$ cat src/rtl/fpnp_pkg.sv
// Package: shared constants and the format code for the normalized packer.
// Assumes IEEE single-precision inputs with a biased exponent.
package fpnp_pkg;
    localparam int FLT_W = 32;
    localparam int EXP_W = 8;
    localparam int MAN_W = 23;
    localparam int BIAS  = 127;

    typedef enum logic [1:0] {
        FMT_S16 = 2'd0,
        FMT_S8  = 2'd1,
        FMT_U16 = 2'd2,
        FMT_U8  = 2'd3
    } pack_fmt_e;
endpackage

$ cat src/rtl/fpnp_lane.sv
// Module: one lane converter. Clamps, scales by 2^n-1 and rounds half-to-even
// a single float on its raw bits, with integer arithmetic only.
// Assumes: signed_i/narrow_i come from the format code; in narrow mode only
// the low NARROW_W bits of code_o are meaningful.
module fpnp_lane
    import fpnp_pkg::*;
#(
    parameter int CODE_W   = 16,
    parameter int NARROW_W = 8
) (
    input  logic [FLT_W-1:0]  flt_i,
    input  logic              signed_i,
    input  logic              narrow_i,
    output logic [CODE_W-1:0] code_o
);
    localparam int SIG_W  = MAN_W + 1;
    localparam int PROD_W = SIG_W + CODE_W;
    localparam int CAP    = PROD_W + 1;
    localparam int FB_W   = $clog2(CODE_W + 1);
    localparam int SH_W   = EXP_W + 1;

    logic              sgn;
    logic [EXP_W-1:0]  ex;
    logic [MAN_W-1:0]  man;
    logic              is_nan, is_tiny, is_big;
    logic [FB_W-1:0]   fbits;
    logic [PROD_W-1:0] sig_x, prod, q, gsh, mask;
    logic [SH_W-1:0]   shamt_raw, rs;
    logic              guard, sticky, rnd;
    logic [CODE_W:0]   kmax, mag, res;

    assign sgn = flt_i[FLT_W-1];
    assign ex  = flt_i[FLT_W-2 -: EXP_W];
    assign man = flt_i[MAN_W-1:0];

    // Classify the input: NaN, zero/subnormal, or magnitude of at least 1.0.
    always_comb begin
        is_nan  = (ex == {EXP_W{1'b1}}) && (man != '0);
        is_tiny = (ex == '0);
        is_big  = (ex >= EXP_W'(BIAS));
    end

    // Choose the number of fraction bits n from the format, so the scale is 2^n-1.
    always_comb begin
        case ({narrow_i, signed_i})
            2'b00:   fbits = FB_W'(CODE_W);
            2'b01:   fbits = FB_W'(CODE_W - 1);
            2'b10:   fbits = FB_W'(NARROW_W);
            default: fbits = FB_W'(NARROW_W - 1);
        endcase
        kmax = ({{CODE_W{1'b0}}, 1'b1} << fbits) - {{CODE_W{1'b0}}, 1'b1};
    end

    // Multiply the significand by 2^n-1 as a shift and a subtract.
    always_comb begin
        sig_x = PROD_W'({1'b1, man});
        prod  = (sig_x << fbits) - sig_x;
    end

    // Align to the integer point, then round half-to-even on guard and sticky bits.
    always_comb begin
        shamt_raw = SH_W'(BIAS + MAN_W) - {1'b0, ex};
        rs        = (shamt_raw > SH_W'(CAP)) ? SH_W'(CAP) : shamt_raw;
        q         = prod >> rs;
        gsh       = prod >> (rs - SH_W'(1));
        guard     = gsh[0];
        mask      = (PROD_W'(1) << (rs - SH_W'(1))) - PROD_W'(1);
        sticky    = |(prod & mask);
        rnd       = guard & (sticky | q[0]);
    end

    // Select the magnitude, apply the sign or the unsigned floor, and cut to the lane.
    always_comb begin
        if (is_nan || is_tiny)
            mag = '0;
        else if (is_big)
            mag = kmax;
        else
            mag = q[CODE_W:0] + {{CODE_W{1'b0}}, rnd};
        if (sgn)
            res = signed_i ? (~mag + {{CODE_W{1'b0}}, 1'b1}) : '0;
        else
            res = mag;
        code_o = res[CODE_W-1:0];
    end

    // Checks for R2, R3 and R5 on the settled lane result.
    always_comb begin
        a_r2_mag_bound: assert (mag <= kmax);
        if (!signed_i && narrow_i)
            a_r3_unsigned_narrow_fits: assert (code_o[CODE_W-1:NARROW_W] == '0);
        if (signed_i && !narrow_i)
            a_r5_no_min_wide: assert (code_o != {1'b1, {(CODE_W-1){1'b0}}});
        if (signed_i && narrow_i)
            a_r5_no_min_narrow: assert (code_o[NARROW_W-1:0] != {1'b1, {(NARROW_W-1){1'b0}}});
    end
endmodule

$ cat src/rtl/fpnp_assemble.sv
// Module: places the lane codes into the output word. In narrow formats every
// lane gives its low NARROW_W bits; in wide formats the first lanes give CODE_W bits each.
// Assumes: LANES*NARROW_W == WORD_W and CODE_W divides WORD_W.
module fpnp_assemble #(
    parameter int LANES    = 4,
    parameter int CODE_W   = 16,
    parameter int NARROW_W = 8,
    parameter int WORD_W   = 32
) (
    input  logic [LANES*CODE_W-1:0] codes_i,
    input  logic                    narrow_i,
    output logic [WORD_W-1:0]       word_o
);
    localparam int WIDE_LANES = WORD_W / CODE_W;

    logic [WORD_W-1:0] word_narrow, word_wide;

    // Narrow packing: lane i goes to bits [i*NARROW_W +: NARROW_W].
    for (genvar i = 0; i < LANES; i++) begin : g_narrow
        assign word_narrow[i*NARROW_W +: NARROW_W] = codes_i[i*CODE_W +: NARROW_W];
    end

    // Wide packing: lane i goes to bits [i*CODE_W +: CODE_W]; later lanes are dropped.
    for (genvar i = 0; i < WIDE_LANES; i++) begin : g_wide
        assign word_wide[i*CODE_W +: CODE_W] = codes_i[i*CODE_W +: CODE_W];
    end

    // Pick the layout that matches the format width.
    always_comb word_o = narrow_i ? word_narrow : word_wide;
endmodule

$ cat src/rtl/fp_norm_packer.sv
// Module: top of the normalized float-to-fixed packer. Converts LANES floats
// in parallel and registers the packed word with its valid flag.
// Assumes: synchronous active-low reset; format code as in fpnp_pkg.
module fp_norm_packer
    import fpnp_pkg::*;
#(
    parameter int LANES  = 4,
    parameter int WORD_W = 32
) (
    input  logic                   clk,
    input  logic                   rst_n,
    input  logic                   in_valid,
    input  logic [1:0]             in_fmt,
    input  logic [LANES*FLT_W-1:0] in_flt,
    output logic                   out_valid,
    output logic [WORD_W-1:0]      out_word
);
    localparam int CODE_W   = WORD_W / 2;
    localparam int NARROW_W = WORD_W / LANES;

    logic                    fmt_signed, fmt_narrow;
    logic [LANES*CODE_W-1:0] codes;
    logic [WORD_W-1:0]       word_next;

    // Decode the format code into signedness and lane width.
    always_comb begin
        fmt_signed = (in_fmt == FMT_S16) || (in_fmt == FMT_S8);
        fmt_narrow = (in_fmt == FMT_S8)  || (in_fmt == FMT_U8);
    end

    for (genvar i = 0; i < LANES; i++) begin : g_lane
        fpnp_lane #(
            .CODE_W   (CODE_W),
            .NARROW_W (NARROW_W)
        ) u_lane (
            .flt_i    (in_flt[i*FLT_W +: FLT_W]),
            .signed_i (fmt_signed),
            .narrow_i (fmt_narrow),
            .code_o   (codes[i*CODE_W +: CODE_W])
        );
    end

    fpnp_assemble #(
        .LANES    (LANES),
        .CODE_W   (CODE_W),
        .NARROW_W (NARROW_W),
        .WORD_W   (WORD_W)
    ) u_assemble (
        .codes_i  (codes),
        .narrow_i (fmt_narrow),
        .word_o   (word_next)
    );

    // Output register: the word loads on valid input, and the flag follows the strobe.
    always_ff @(posedge clk) begin
        if (!rst_n) begin
            out_valid <= 1'b0;
            out_word  <= '0;
        end else begin
            out_valid <= in_valid;
            if (in_valid)
                out_word <= word_next;
        end
    end

    a_r9_valid_follows: assert property (@(posedge clk) disable iff (!rst_n)
        in_valid |=> out_valid);
    a_r10_idle_hold: assert property (@(posedge clk) disable iff (!rst_n)
        !in_valid |=> (!out_valid && $stable(out_word)));
    a_r11_reset_clear: assert property (@(posedge clk)
        !rst_n |=> (!out_valid && out_word == '0));
    a_r6_nan_lane0_zero: assert property (@(posedge clk) disable iff (!rst_n)
        (in_valid && in_fmt == FMT_U16 && in_flt[30:23] == 8'hFF && in_flt[22:0] != '0)
        |=> (out_word[CODE_W-1:0] == '0));
endmodule

$ cat config.mk
export PLATFORM = sky130hd
export DESIGN_NAME = fp_norm_packer
export DESIGN_NICKNAME = d
export VERILOG_FILES = /design/src/rtl/fpnp_pkg.sv /design/src/rtl/fpnp_lane.sv /design/src/rtl/fpnp_assemble.sv /design/src/rtl/fp_norm_packer.sv
export SDC_FILE = /design/constraint.sdc
export NUM_CORES = 2
export LEC_CHECK = 0
export ABC_AREA = 1
export BUFFER_PORTS_ARGS = -buffer_cell sky130_fd_sc_hd__buf_2
export CAP_MARGIN = 10
export CORE_ASPECT_RATIO = 1.5
export CORE_MARGIN = 2
export CORE_UTILIZATION = 55
export CTS_CLUSTER_DIAMETER = 60
export DETAILED_ROUTE_END_ITERATION = 10
export PLACE_DENSITY = 0.73
export SLEW_MARGIN = 40
export SYNTH_ARGS = -nofsm -noshare
export SYNTH_HDL_FRONTEND = slang
export SYNTH_SLANG_ARGS = --single-unit
$ cat constraint.sdc
create_clock -name clk -period 8.64 [get_ports clk]
set_clock_uncertainty 0.1 [all_clocks]
set_input_delay 0.432 -clock clk [delete_from_list [all_inputs] [get_ports clk]]
set_output_delay 0.432 -clock clk [all_outputs]
set_load 0.005 [all_outputs]
==> impl_metrics.env <==
export IMPL_synth_area_mux_share_pct=0.220
export IMPL_track_usage_pct=45.5
export IMPL_clk_path_buf_depth=2
export IMPL_hold_slack_ns=0.366
export IMPL_synth_fa_ha_area_share_pct=5.10
export IMPL_hold_path_class="reg -> reg"
export IMPL_cp_arrival_ns=7.80
export IMPL_die_width_um=201
export IMPL_cts_resized=0
export IMPL_synth_seq_area_share_pct=2.07
export IMPL_fin_ws_ns=0.959
export IMPL_synth_flop_cell="dfxtp_1"
export IMPL_slew_headroom_pct=37.9
export IMPL_hold_viol_final=0
export IMPL_globalplace_congestion=1.14
export IMPL_reg2reg_depth=2
export IMPL_clkTransAtPathRegs_ns=0.06
export IMPL_worst_setup_path_end_kind="flop"
export IMPL_setup_viol=0
export IMPL_worst_pin_slew_ns=0.932
export IMPL_grt_overflow_total=0
export IMPL_outcome="finished with violations"
export IMPL_ant_nets=0
export IMPL_worst_hold_path_endpoint="out_word[1]"
export IMPL_r2r_slack_ns=7.74
export IMPL_cts_sinks=33
export IMPL_die_area_um2=59900
export IMPL_report_final_slew_viol_count=0
export IMPL_io_buffers=165
export IMPL_drc=1
export IMPL_grt_max_degree=69
export IMPL_clock_root_buffer="clkbuf_16"
export IMPL_num_vias=45500
export IMPL_tns_ns=0
export IMPL_drt_initial_drc_count=5693
export IMPL_critPathKind="in -> reg"
export IMPL_cap_violations=0
export IMPL_cts_tree="built"
export IMPL_grt_pass1_wl_mm=221
export IMPL_synth_compound_area_share_pct=14.6
export IMPL_core_um2=57600
export IMPL_die_y_um=299
export IMPL_postCtsSetupRepairBufs=0
export IMPL_grt_pass1_vias=42000
export IMPL_firstDrtPassIters=11
export IMPL_synthTopCellsByArea="nand2_1, nand3_1, nor2_1"
export IMPL_ir_drop_uv=90.7
export IMPL_min_period_over_period_pct=88.9
export IMPL_ys_types=68
export IMPL_yosysWarnings=0
export IMPL_routed_wl_mm=143
export IMPL_clock_latency_ns=0.28
export IMPL_final_cell_mix="nand2_1, nand3_1, nor2_1"
export IMPL_cts_max_level=2
export IMPL_cpPeakStageDelay_ns=0.68
export IMPL_yosys_area_top_type="nand2_1"
export IMPL_place_ws_ns=1.10
export IMPL_dpl_cell_area_um2=32900
export IMPL_synthToLayoutAreaGrowth_pct=3.97
export IMPL_fin_crit_ns=7.68
export IMPL_power_per_cell_area_nw_per_um2=113
export IMPL_rsz0062_at_grt="false"
export IMPL_wire_per_inst_um=19.4
export IMPL_hold_path_depth=2
export IMPL_rr_startpoint="out_word[12]"
export IMPL_synth_xor_area_share_pct=3.73
export IMPL_worst_ep_required_time_ns=8.76
export IMPL_cp_slowest_cell="xnor2_1"
export IMPL_numCtsBuffers=5
export IMPL_drive_gt1_share_pct=7.52
export IMPL_rows=108
export IMPL_vias_per_cell=6.20
export IMPL_fin_total_pwr_mw=3.73
export IMPL_start_util_pct=55.4
export IMPL_crit_fanout=55
export IMPL_yosysTopAreaCellShare_pct=25.6
export IMPL_synthArstFlopShare_pct=0
export IMPL_avgSynthCellArea_um2=4.85
export IMPL_max_freq_mhz=130
export IMPL_p_leak_nw=18.2
export IMPL_design_area_um2=33100
export IMPL_synthesis_nets=6831
export IMPL_violations="design-rule violations"
export IMPL_start_kind="primary input"
export IMPL_cp_top_family="simple AND/OR/NAND/NOR gates"
export IMPL_ys_ff_latch=33
export IMPL_cp_common_cell="nand2_1"
export IMPL_r2r_end="out_word[12]"
export IMPL_synth_edf_count=0
export IMPL_syn_area_um2=31900
export IMPL_antenna_found_initial=11
export IMPL_final_util_pct=57.6
export IMPL_synthCells=6568
export IMPL_final_nets=6819
export IMPL_path_buf_inv=5
export IMPL_dp_hpwl_mm=114
export IMPL_hold_path_startpoint="out_word[1]"
export IMPL_final_cells=7336
export IMPL_synth_simple_area_share_pct=62.3
export IMPL_pin_count=166
export IMPL_layout_commonest_cell="nand2_1"
export IMPL_synth_top_family_by_area="simple AND/OR/NAND/NOR gates"
export IMPL_dp_cells=7317
export IMPL_cts_hold_buf=0
flip-flops by register name, summed over array words and instances, names as in the netlist:
name / cells
out_valid: 1
out_word: 32
cell type report:
cell class | count | area (um2)
Multi-Input combinational cell | 5605 | 27500
Fill cell | 6614 | 24400
Inverter | 697 | 2620
Timing Repair Buffer | 214 | 1220
Tap cell | 770 | 963
Sequential cell | 33 | 661
Clock buffer | 5 | 125
Clock inverter | 3 | 65.1
Antenna cell | 9 | 22.5
worst max path at each step:
stage | slack [ns] | start | depth (start not counted) | end
2_1_floorplan | 2.64 | in_flt[87] | 45 | out_word[18]
4_1_cts | 1.38 | in_fmt[1] | 41 | out_word[31]
6_report | 0.96 | in_fmt[1] | 37 | out_word[26]
5_1_grt | 0.53 | in_fmt[0] | 41 | out_word[31]
3_3_place_gp | 1.12 | in_fmt[1] | 35 | out_word[28]
3_5_place_dp | 1.10 | in_fmt[1] | 35 | out_word[28]
where the power goes:
group | switching [mW] | internal, mW | total (mW) | leakage (nW)
combinational | 2.34 | 0.981 | 3.32 | 17.8
clock | 0.0690 | 0.165 | 0.234 | 0.0938
sequential | 0.0120 | 0.165 | 0.177 | 0.273
total | 2.42 | 1.31 | 3.73 | 18.2
cell families after synthesis:
group,Yosys count
AO/OA/AOI/OAI,834
buffers and inverters,930
AND/OR/NAND/NOR,4502
flip-flops,33
XOR/XNOR,132
multiplexers,7
adder cells (fa/ha/maj),130
synthesized netlist by cell type (11+ instances only):
master	instances
nand2_1	2176
nand3_1	1077
nor2_1	738
inv_1	651
o21ai_0	333
a21oi_1	217
nand4_1	172
ha_1	130
xor2_1	91
clkbuf_1	88
buf_2	75
o21ai_1	72
nor2_2	59
nand2_2	55
nor3_1	49
o211ai_1	49
o22ai_1	47
nand3b_1	41
xnor2_1	38
buf_1	37
inv_2	37
dfxtp_1	33
a31oi_1	29
nor2_4	26
nand3_2	24
or2_2	24
and2_1	19
buf_6	19
nor4_1	19
a21boi_0	11
buf_4	11
o21bai_1	11
layer usage:
| layer | GRT usage (%) | vias up | wire [um] |
|---|---|---|---|
| met3 | 8.48 | 895 | 13300 |
| li1 | - | 21700 | - |
| met4 | 40.5 | 4 | 15100 |
| met2 | 76.9 | 2785 | 64300 |
| met1 | 48.6 | 20100 | 49900 |
| met5 | 0 | - | 25 |
worst min-delay path: cells and delay by family (launching register included):
family	cells	cell delay, ns
AOI/OAI and AO/OA	1	0.06
DFF	1	0.30
and+or+nand+nor	1	0.06
Note: power is estimated with default switching activity, not from simulation.
